==> src/rtl/bsr_pkg.sv <==
package bsr_pkg;
  localparam int OFS_W = 16;

  // Word offsets inside the 16-bit decode window
  localparam logic [OFS_W-1:0] OFS_SOFT_RST = 16'h0010;
  localparam logic [OFS_W-1:0] OFS_MEM_STAT = 16'h0014;
  localparam logic [OFS_W-1:0] OFS_CLK_DIV  = 16'h0030;
  localparam logic [OFS_W-1:0] OFS_FEATURES = 16'h0034;
  localparam logic [OFS_W-1:0] OFS_MEM_CFG  = 16'h0038;

  // Bit positions the consumers decode
  localparam int RST_REQ_BIT   = 4;
  localparam int MEM_LOCK_BIT  = 0;
  localparam int MEM_CAL_BIT   = 2;
  localparam int FEAT_COH_BIT  = 0;
  localparam int FEAT_PCIE_LSB = 1;
  localparam int MEM_MHZ_LSB   = 4;
  localparam int MEM_MHZ_W     = 12;

  // Only this access size, in bytes, is honoured
  localparam logic [3:0] FULL_WORD_BYTES = 4'd4;
endpackage

==> src/rtl/bsr_access_qual.sv <==
module bsr_access_qual
  import bsr_pkg::*;
#(
  parameter int ADDR_W = 32
) (
  input  logic              sel,
  input  logic              wr,
  input  logic [ADDR_W-1:0] addr,
  input  logic [3:0]        size,
  output logic              rd_ok,
  output logic              wr_ok,
  output logic [OFS_W-1:0]  ofs
);
  logic full_word;

  assign full_word = (size == FULL_WORD_BYTES);
  assign rd_ok     = sel && !wr && full_word;
  assign wr_ok     = sel &&  wr && full_word;
  assign ofs       = addr[OFS_W-1:0];

  generate
    if (ADDR_W > OFS_W) begin : g_hi
      logic unused_hi;
      assign unused_hi = &{1'b0, addr[ADDR_W-1:OFS_W]};
    end
  endgenerate
endmodule

==> src/rtl/bsr_status_words.sv <==
module bsr_status_words
  import bsr_pkg::*;
#(
  parameter int DATA_W    = 32,
  parameter int MHZ_W     = 8,
  parameter int GIB_W     = 4,
  parameter int NUM_PCIE  = 3,
  parameter logic [NUM_PCIE-1:0] PCIE_EN = '1,
  parameter bit COH_EN    = 1'b0,
  parameter int CLK0_DIV  = 1,
  parameter int CLK1_DIV  = 1,
  parameter int CLK_MUL   = 1
) (
  input  logic [OFS_W-1:0]  ofs,
  input  logic [MHZ_W-1:0]  mhz,
  input  logic [GIB_W-1:0]  gib,
  output logic [DATA_W-1:0] word
);
  localparam int FLD_W = 8;

  logic [DATA_W-1:0] mem_stat_w, clk_div_w, feat_w, mem_cfg_w;

  always_comb begin
    mem_stat_w = '0;
    mem_stat_w[MEM_LOCK_BIT] = 1'b1;
    mem_stat_w[MEM_CAL_BIT]  = 1'b1;
  end

  always_comb begin
    clk_div_w = '0;
    clk_div_w[FLD_W-1:0]         = FLD_W'(CLK0_DIV);
    clk_div_w[FLD_W +: MHZ_W]    = mhz;
    clk_div_w[2*FLD_W +: FLD_W]  = FLD_W'(CLK_MUL);
    clk_div_w[3*FLD_W +: FLD_W]  = FLD_W'(CLK1_DIV);
  end

  logic [NUM_PCIE-1:0] pcie_bits;
  generate
    for (genvar i = 0; i < NUM_PCIE; i++) begin : g_pcie
      assign pcie_bits[i] = PCIE_EN[i];
    end
  endgenerate

  always_comb begin
    feat_w = '0;
    feat_w[FEAT_COH_BIT] = COH_EN;
    feat_w[FEAT_PCIE_LSB +: NUM_PCIE] = pcie_bits;
  end

  always_comb begin
    mem_cfg_w = '0;
    mem_cfg_w[GIB_W-1:0] = gib;
    mem_cfg_w[MEM_MHZ_LSB +: MEM_MHZ_W] = '1;
  end

  always_comb begin
    unique case (ofs)
      OFS_MEM_STAT: word = mem_stat_w;
      OFS_CLK_DIV:  word = clk_div_w;
      OFS_FEATURES: word = feat_w;
      OFS_MEM_CFG:  word = mem_cfg_w;
      default:      word = '0;
    endcase
  end
endmodule

==> src/rtl/bsr_reset_pulse.sv <==
module bsr_reset_pulse
  import bsr_pkg::*;
(
  input  logic             clk,
  input  logic             rst,
  input  logic             wr_ok,
  input  logic [OFS_W-1:0] ofs,
  input  logic             req_bit,
  output logic             reset_req
);
  always_ff @(posedge clk) begin
    if (rst) reset_req <= 1'b0;
    else     reset_req <= wr_ok && (ofs == OFS_SOFT_RST) && req_bit;
  end


  req_needs_write_chk: assert property (@(posedge clk) disable iff (rst)
    reset_req |-> $past(wr_ok));
endmodule

==> src/rtl/board_status_regs.sv <==
module board_status_regs
  import bsr_pkg::*;
#(
  parameter int ADDR_W   = 32,
  parameter int DATA_W   = 32,
  parameter int MHZ_W    = 8,
  parameter int GIB_W    = 4,
  parameter int NUM_PCIE = 3,
  parameter logic [NUM_PCIE-1:0] PCIE_EN = '1,
  parameter bit COH_EN   = 1'b0,
  parameter int CLK0_DIV = 1,
  parameter int CLK1_DIV = 1,
  parameter int CLK_MUL  = 1
) (
  input  logic              clk,
  input  logic              rst,
  input  logic              bus_sel,
  input  logic              bus_wr,
  input  logic [ADDR_W-1:0] bus_addr,
  input  logic [3:0]        bus_size,
  input  logic [DATA_W-1:0] bus_wdata,
  output logic [DATA_W-1:0] bus_rdata,
  input  logic [MHZ_W-1:0]  tmr_mhz,
  input  logic [GIB_W-1:0]  ram_gib,
  output logic              reset_req
);
  logic              rd_ok, wr_ok;
  logic [OFS_W-1:0]  ofs;
  logic [DATA_W-1:0] word;

  bsr_access_qual #(.ADDR_W(ADDR_W)) u_qual (
    .sel(bus_sel), .wr(bus_wr), .addr(bus_addr), .size(bus_size),
    .rd_ok(rd_ok), .wr_ok(wr_ok), .ofs(ofs)
  );

  bsr_status_words #(
    .DATA_W(DATA_W), .MHZ_W(MHZ_W), .GIB_W(GIB_W), .NUM_PCIE(NUM_PCIE),
    .PCIE_EN(PCIE_EN), .COH_EN(COH_EN), .CLK0_DIV(CLK0_DIV),
    .CLK1_DIV(CLK1_DIV), .CLK_MUL(CLK_MUL)
  ) u_words (
    .ofs(ofs), .mhz(tmr_mhz), .gib(ram_gib), .word(word)
  );

  bsr_reset_pulse u_rst (
    .clk(clk), .rst(rst), .wr_ok(wr_ok), .ofs(ofs),
    .req_bit(bus_wdata[RST_REQ_BIT]), .reset_req(reset_req)
  );

  logic unused_wdata;
  assign unused_wdata = &{1'b0, bus_wdata};

  // Read data register: a narrow read returns zero, no read holds the value
  always_ff @(posedge clk) begin
    if (rst)                    bus_rdata <= '0;
    else if (bus_sel && !bus_wr) bus_rdata <= rd_ok ? word : '0;
  end


  rdata_hold_chk: assert property (@(posedge clk) disable iff (rst)
    !(bus_sel && !bus_wr) |=> $stable(bus_rdata));


  narrow_read_zero_chk: assert property (@(posedge clk) disable iff (rst)
    (bus_sel && !bus_wr && bus_size != 4'd4) |=> (bus_rdata == '0));


  narrow_write_no_req_chk: assert property (@(posedge clk) disable iff (rst)
    (bus_sel && bus_wr && bus_size != 4'd4) |=> !reset_req);


  mem_stat_chk: assert property (@(posedge clk) disable iff (rst)
    (rd_ok && ofs == OFS_MEM_STAT) |=> (bus_rdata == DATA_W'(5)));


  no_read_no_req_chk: assert property (@(posedge clk) disable iff (rst)
    (bus_sel && !bus_wr) |=> !reset_req);
endmodule

==> config.mk <==
export PLATFORM = sky130hd
export DESIGN_NAME = board_status_regs
export DESIGN_NICKNAME = d
export VERILOG_FILES = /design/src/rtl/bsr_pkg.sv /design/src/rtl/bsr_access_qual.sv /design/src/rtl/bsr_status_words.sv /design/src/rtl/bsr_reset_pulse.sv /design/src/rtl/board_status_regs.sv
export SDC_FILE = /design/constraint.sdc
export NUM_CORES = 1
export LEC_CHECK = 0
export CAP_MARGIN = 20
export CORE_AREA = 2 2 59 61
export DETAILED_ROUTE_END_ITERATION = 8
export DIE_AREA = 0 0 61 63
export PLACE_DENSITY = 0.85
export SLEW_MARGIN = 15
export SYNTH_ARGS = -nofsm -noshare
export SYNTH_HDL_FRONTEND = slang
export SYNTH_SLANG_ARGS = --single-unit
==> constraint.sdc <==
create_clock -name clk -period 3.2 [get_ports clk]
set_input_delay 0.48 -clock clk [delete_from_list [all_inputs] [get_ports clk]]
set_output_delay 0.48 -clock clk [all_outputs]
set_load 0.02 [all_outputs]
==> impl_results.md <==
* Final setup margin at 1.41 ns
* Mean Syn Cell Area at 8.15 µm²
* Gr ovfl total at 0
* DRT antenna net count at 0
* Initial antenna violation count at 0
* Slew Limit Fails at 0
* Port Buffers at 55
* Max_cap viols at 0
* Multi-input gate area at 373 µm²
* RSZ-0062 raised after global routing: no
* Critical path buffer and inverter count at 1
* First-pass iteration count of the detailed router at 4
* Wirelength per Cell at 10.9 µm
* EDFF count, synth at 0
* Hpwl dp at 1730 µm
* Worst-path clk slew at around 0.1 ns
* CP delay by family, top: buffers and inverters
* Post-CTS Resized at 0
* Sequential share of the synthesized area at 0.388
* Area of placed instances at 1290 µm²
* Core Area at 3230 µm²
* CP max-delay cell: clkdlybuf4s50_1
* Synth cell types at 25
* Final setup viols at 0
* Layout cell share with drive strength beyond 1 at 0.0408
* P&R area growth vs syn at 70.3%
* Via count at 763
* DRC viols at 0
* Nets at 232
* CP max FO at 5
* Non-filler cells, final at 193
* Final non-filler cell area at approximately 1300 µm²
* Root Buffer: clkbuf_4
* Clk_lat worst skew at approximately 0.28 ns
* I/O pin total at 117
* Crit path cell chain: clkdlybuf4s50_1
* Number of global-route vias before repair at 727
* Max VDD drop at ~0.11 mV
* P_leak at 0.497 nW
* Slew HR at 0.667
* Worst EP required at 2.72 ns
* Post-synth top flop: dfxtp_1
* Global placement routability congestion at 0.697
* Row count at 21
* Antenna cells at 0
* Crit Path Class: reg -> out
* Die height at approximately 63 µm
* Clock share of power at 0.292
* Largest net degree at the start of global routing at 15
* Slew @ Worst Pin at 0.497 ns
* Mapped Cells at 95
* Number of buffers created by CTS at 3
* Hold_buf cts at 0
* DIE AREA at around 3800 µm²
* Period utilization at 0.560
* Placed instance count at 189
* Pwr Total at 0.380 mW
* Hold WC Path Type: reg -> reg
* Switching power share of the total at 0.261
* Routed WL at 2100 µm
* CTS H-Tree Depth at 1
* Critical Path Source Type: flip-flop
* DP Worst Slack at between 1 and 1.5 ns
* Data arrival, critical path at 1.31 ns
* Pwr per Cell Area at between 200 and 300 nW/µm²
* CTS tree: built
* # clock sinks at 15
* Iter 0 DRT Violations at 8
* Post-CTS Setup Inserts at 0
* Routed vias/inst at slightly below 4
* Synth Register Bits at 15
* Hold Fails Final Rpt at 0
* # fillers at 330
* Comb pwr share at 0.217
* Chip Width at 61 µm
* CP peak stage delay at 0.63 ns
* Ys async rst share at 0
* Peak Freq at 559 MHz
* Yosys warning total at 0
* Sequential Power Share at 0.490
* Endpoint class of the critical path: primary output
* First-pass GRT wire length at between 3000 and 4000 µm
* GRT Util Overall at 0.113
* Internal power at 0.281 mW
* Setup_tns at 0 ns
* Register area at 300 µm²
* Post-Route Skew at 0 ns
* Status: complete, no violations
* Initial Utilization at 0.240
* Net switching power at 0.0992 mW
* Fin crit period at ~1.8 ns
* Synthesized cell area at between 700 and 800 µm²
* Worst-case clock buffer depth at 2
## metrics by stage
step / hold slack, ns / utilization
6_report: 0.450 / 0.408
5_1_grt: 0.471 / 0.408
4_1_cts: 0.454 / 0.408
3_5_place_dp: 0.442 / 0.400
3_3_place_gp: 0.434 / 0.400
2_1_floorplan: 0.523 / -
## path summary, 6_finish.rpt
| check | startpoint | end | slack, ns | depth (start not counted) |
|---|---|---|---|---|
| setup / recovery | bus_rdata[7] | bus_rdata[5] | 1.41 | 1 |
| hold / removal | bus_rdata[8] | bus_rdata[8] | 0.45 | 2 |
| setup reg to reg | bus_rdata[3] | bus_rdata[3] | 2.57 | 1 |
| hold reg to reg | bus_rdata[8] | bus_rdata[8] | 0.45 | 2 |
## sequential cells by signal, indices dropped and copies added, names as in the netlist
| register | cells |
|---|---|
| u_rst.reset_req | 1 |
| bus_rdata | 14 |
## cells in the final DEF, fill, tap and decap left out, drive strengths merged
master | netlist | final
nand2b | 1 | 1
o21ai | 12 | 12
nand2 | 13 | 13
conb | 1 | 14
clkbuf | 3 | 4
a31oi | 2 | 2
nand3 | 1 | 1
nor2 | 11 | 11
nor2b | 2 | 2
buf | 18 | 1
inv | 1 | 1
a21o | 2 | 2
nor3 | 1 | 1
dfxtp | 15 | 15
nor4 | 3 | 3
nand4bb | 1 | 1
clkdlybuf4s50 | 0 | 55
nand4 | 1 | 1
a21oi | 1 | 1
xnor2 | 1 | 1
nor4bb | 1 | 1
a32o | 2 | 2
or3 | 1 | 1
nor4b | 1 | 1
## Yosys cell counts, drive strengths merged (2+ instances only)
cell type / count / area, µm²
o21ai: 12 / 60.1
a32o: 2 / 20.0
nand2: 13 / 48.8
nor2b: 2 / 12.5
dfxtp: 15 / 300
nor4: 3 / 18.8
a21o: 2 / 15.0
clkbuf: 3 / 11.3
buf: 18 / 135
a31oi: 2 / 12.5
nor2: 11 / 43.8
## final cells by class
| cell class | instances | area share |
|---|---|---|
| timing repair buffer | 56 | 0.423 |
| multi-input combinational | 71 | 0.283 |
| sequential | 15 | 0.228 |
| tap | 46 | 0.0436 |
| clock buffer | 4 | 0.0199 |
| inverter | 1 | 0.00285 |
## power by group through the flow
stage / registers [mW] / logic, mW / clock network (mW)
after CTS: 0.187 / 0.0825 / 0.113
after global placement: 0.191 / 0.0811 / 0
after global routing: 0.187 / 0.0887 / 0.124
final: 0.187 / 0.0827 / 0.111
after floorplan: 0.191 / 0.0452 / 0
after detailed placement: 0.191 / 0.0821 / 0
## cell families after synthesis
| family | after synthesis | share of synthesized area |
|---|---|---|
| and+or+nand+nor | 37 | 0.257 |
| xor gates and xnor gates | 1 | 0.0113 |
| AOI/OAI and AO/OA | 19 | 0.145 |
| other | 1 | 0.00484 |
| buffers and inverters | 22 | 0.194 |
| DFF | 15 | 0.388 |
## worst min-delay path, cell delays in order, from the launching register on
cell and delay [ns]:
dfxtp_1 0.32, nand2_1 0.05, o21ai_1 0.05
## per-layer routing
metal	wire length (µm)	vias up	track usage
met2	1020	32	0.183
met1	930	335	0.148
li1	-	396	-
met5	0	-	0
met4	0	0	0.0245
met3	151	0	0.0311
Note: power is estimated with default switching activity, not from simulation.
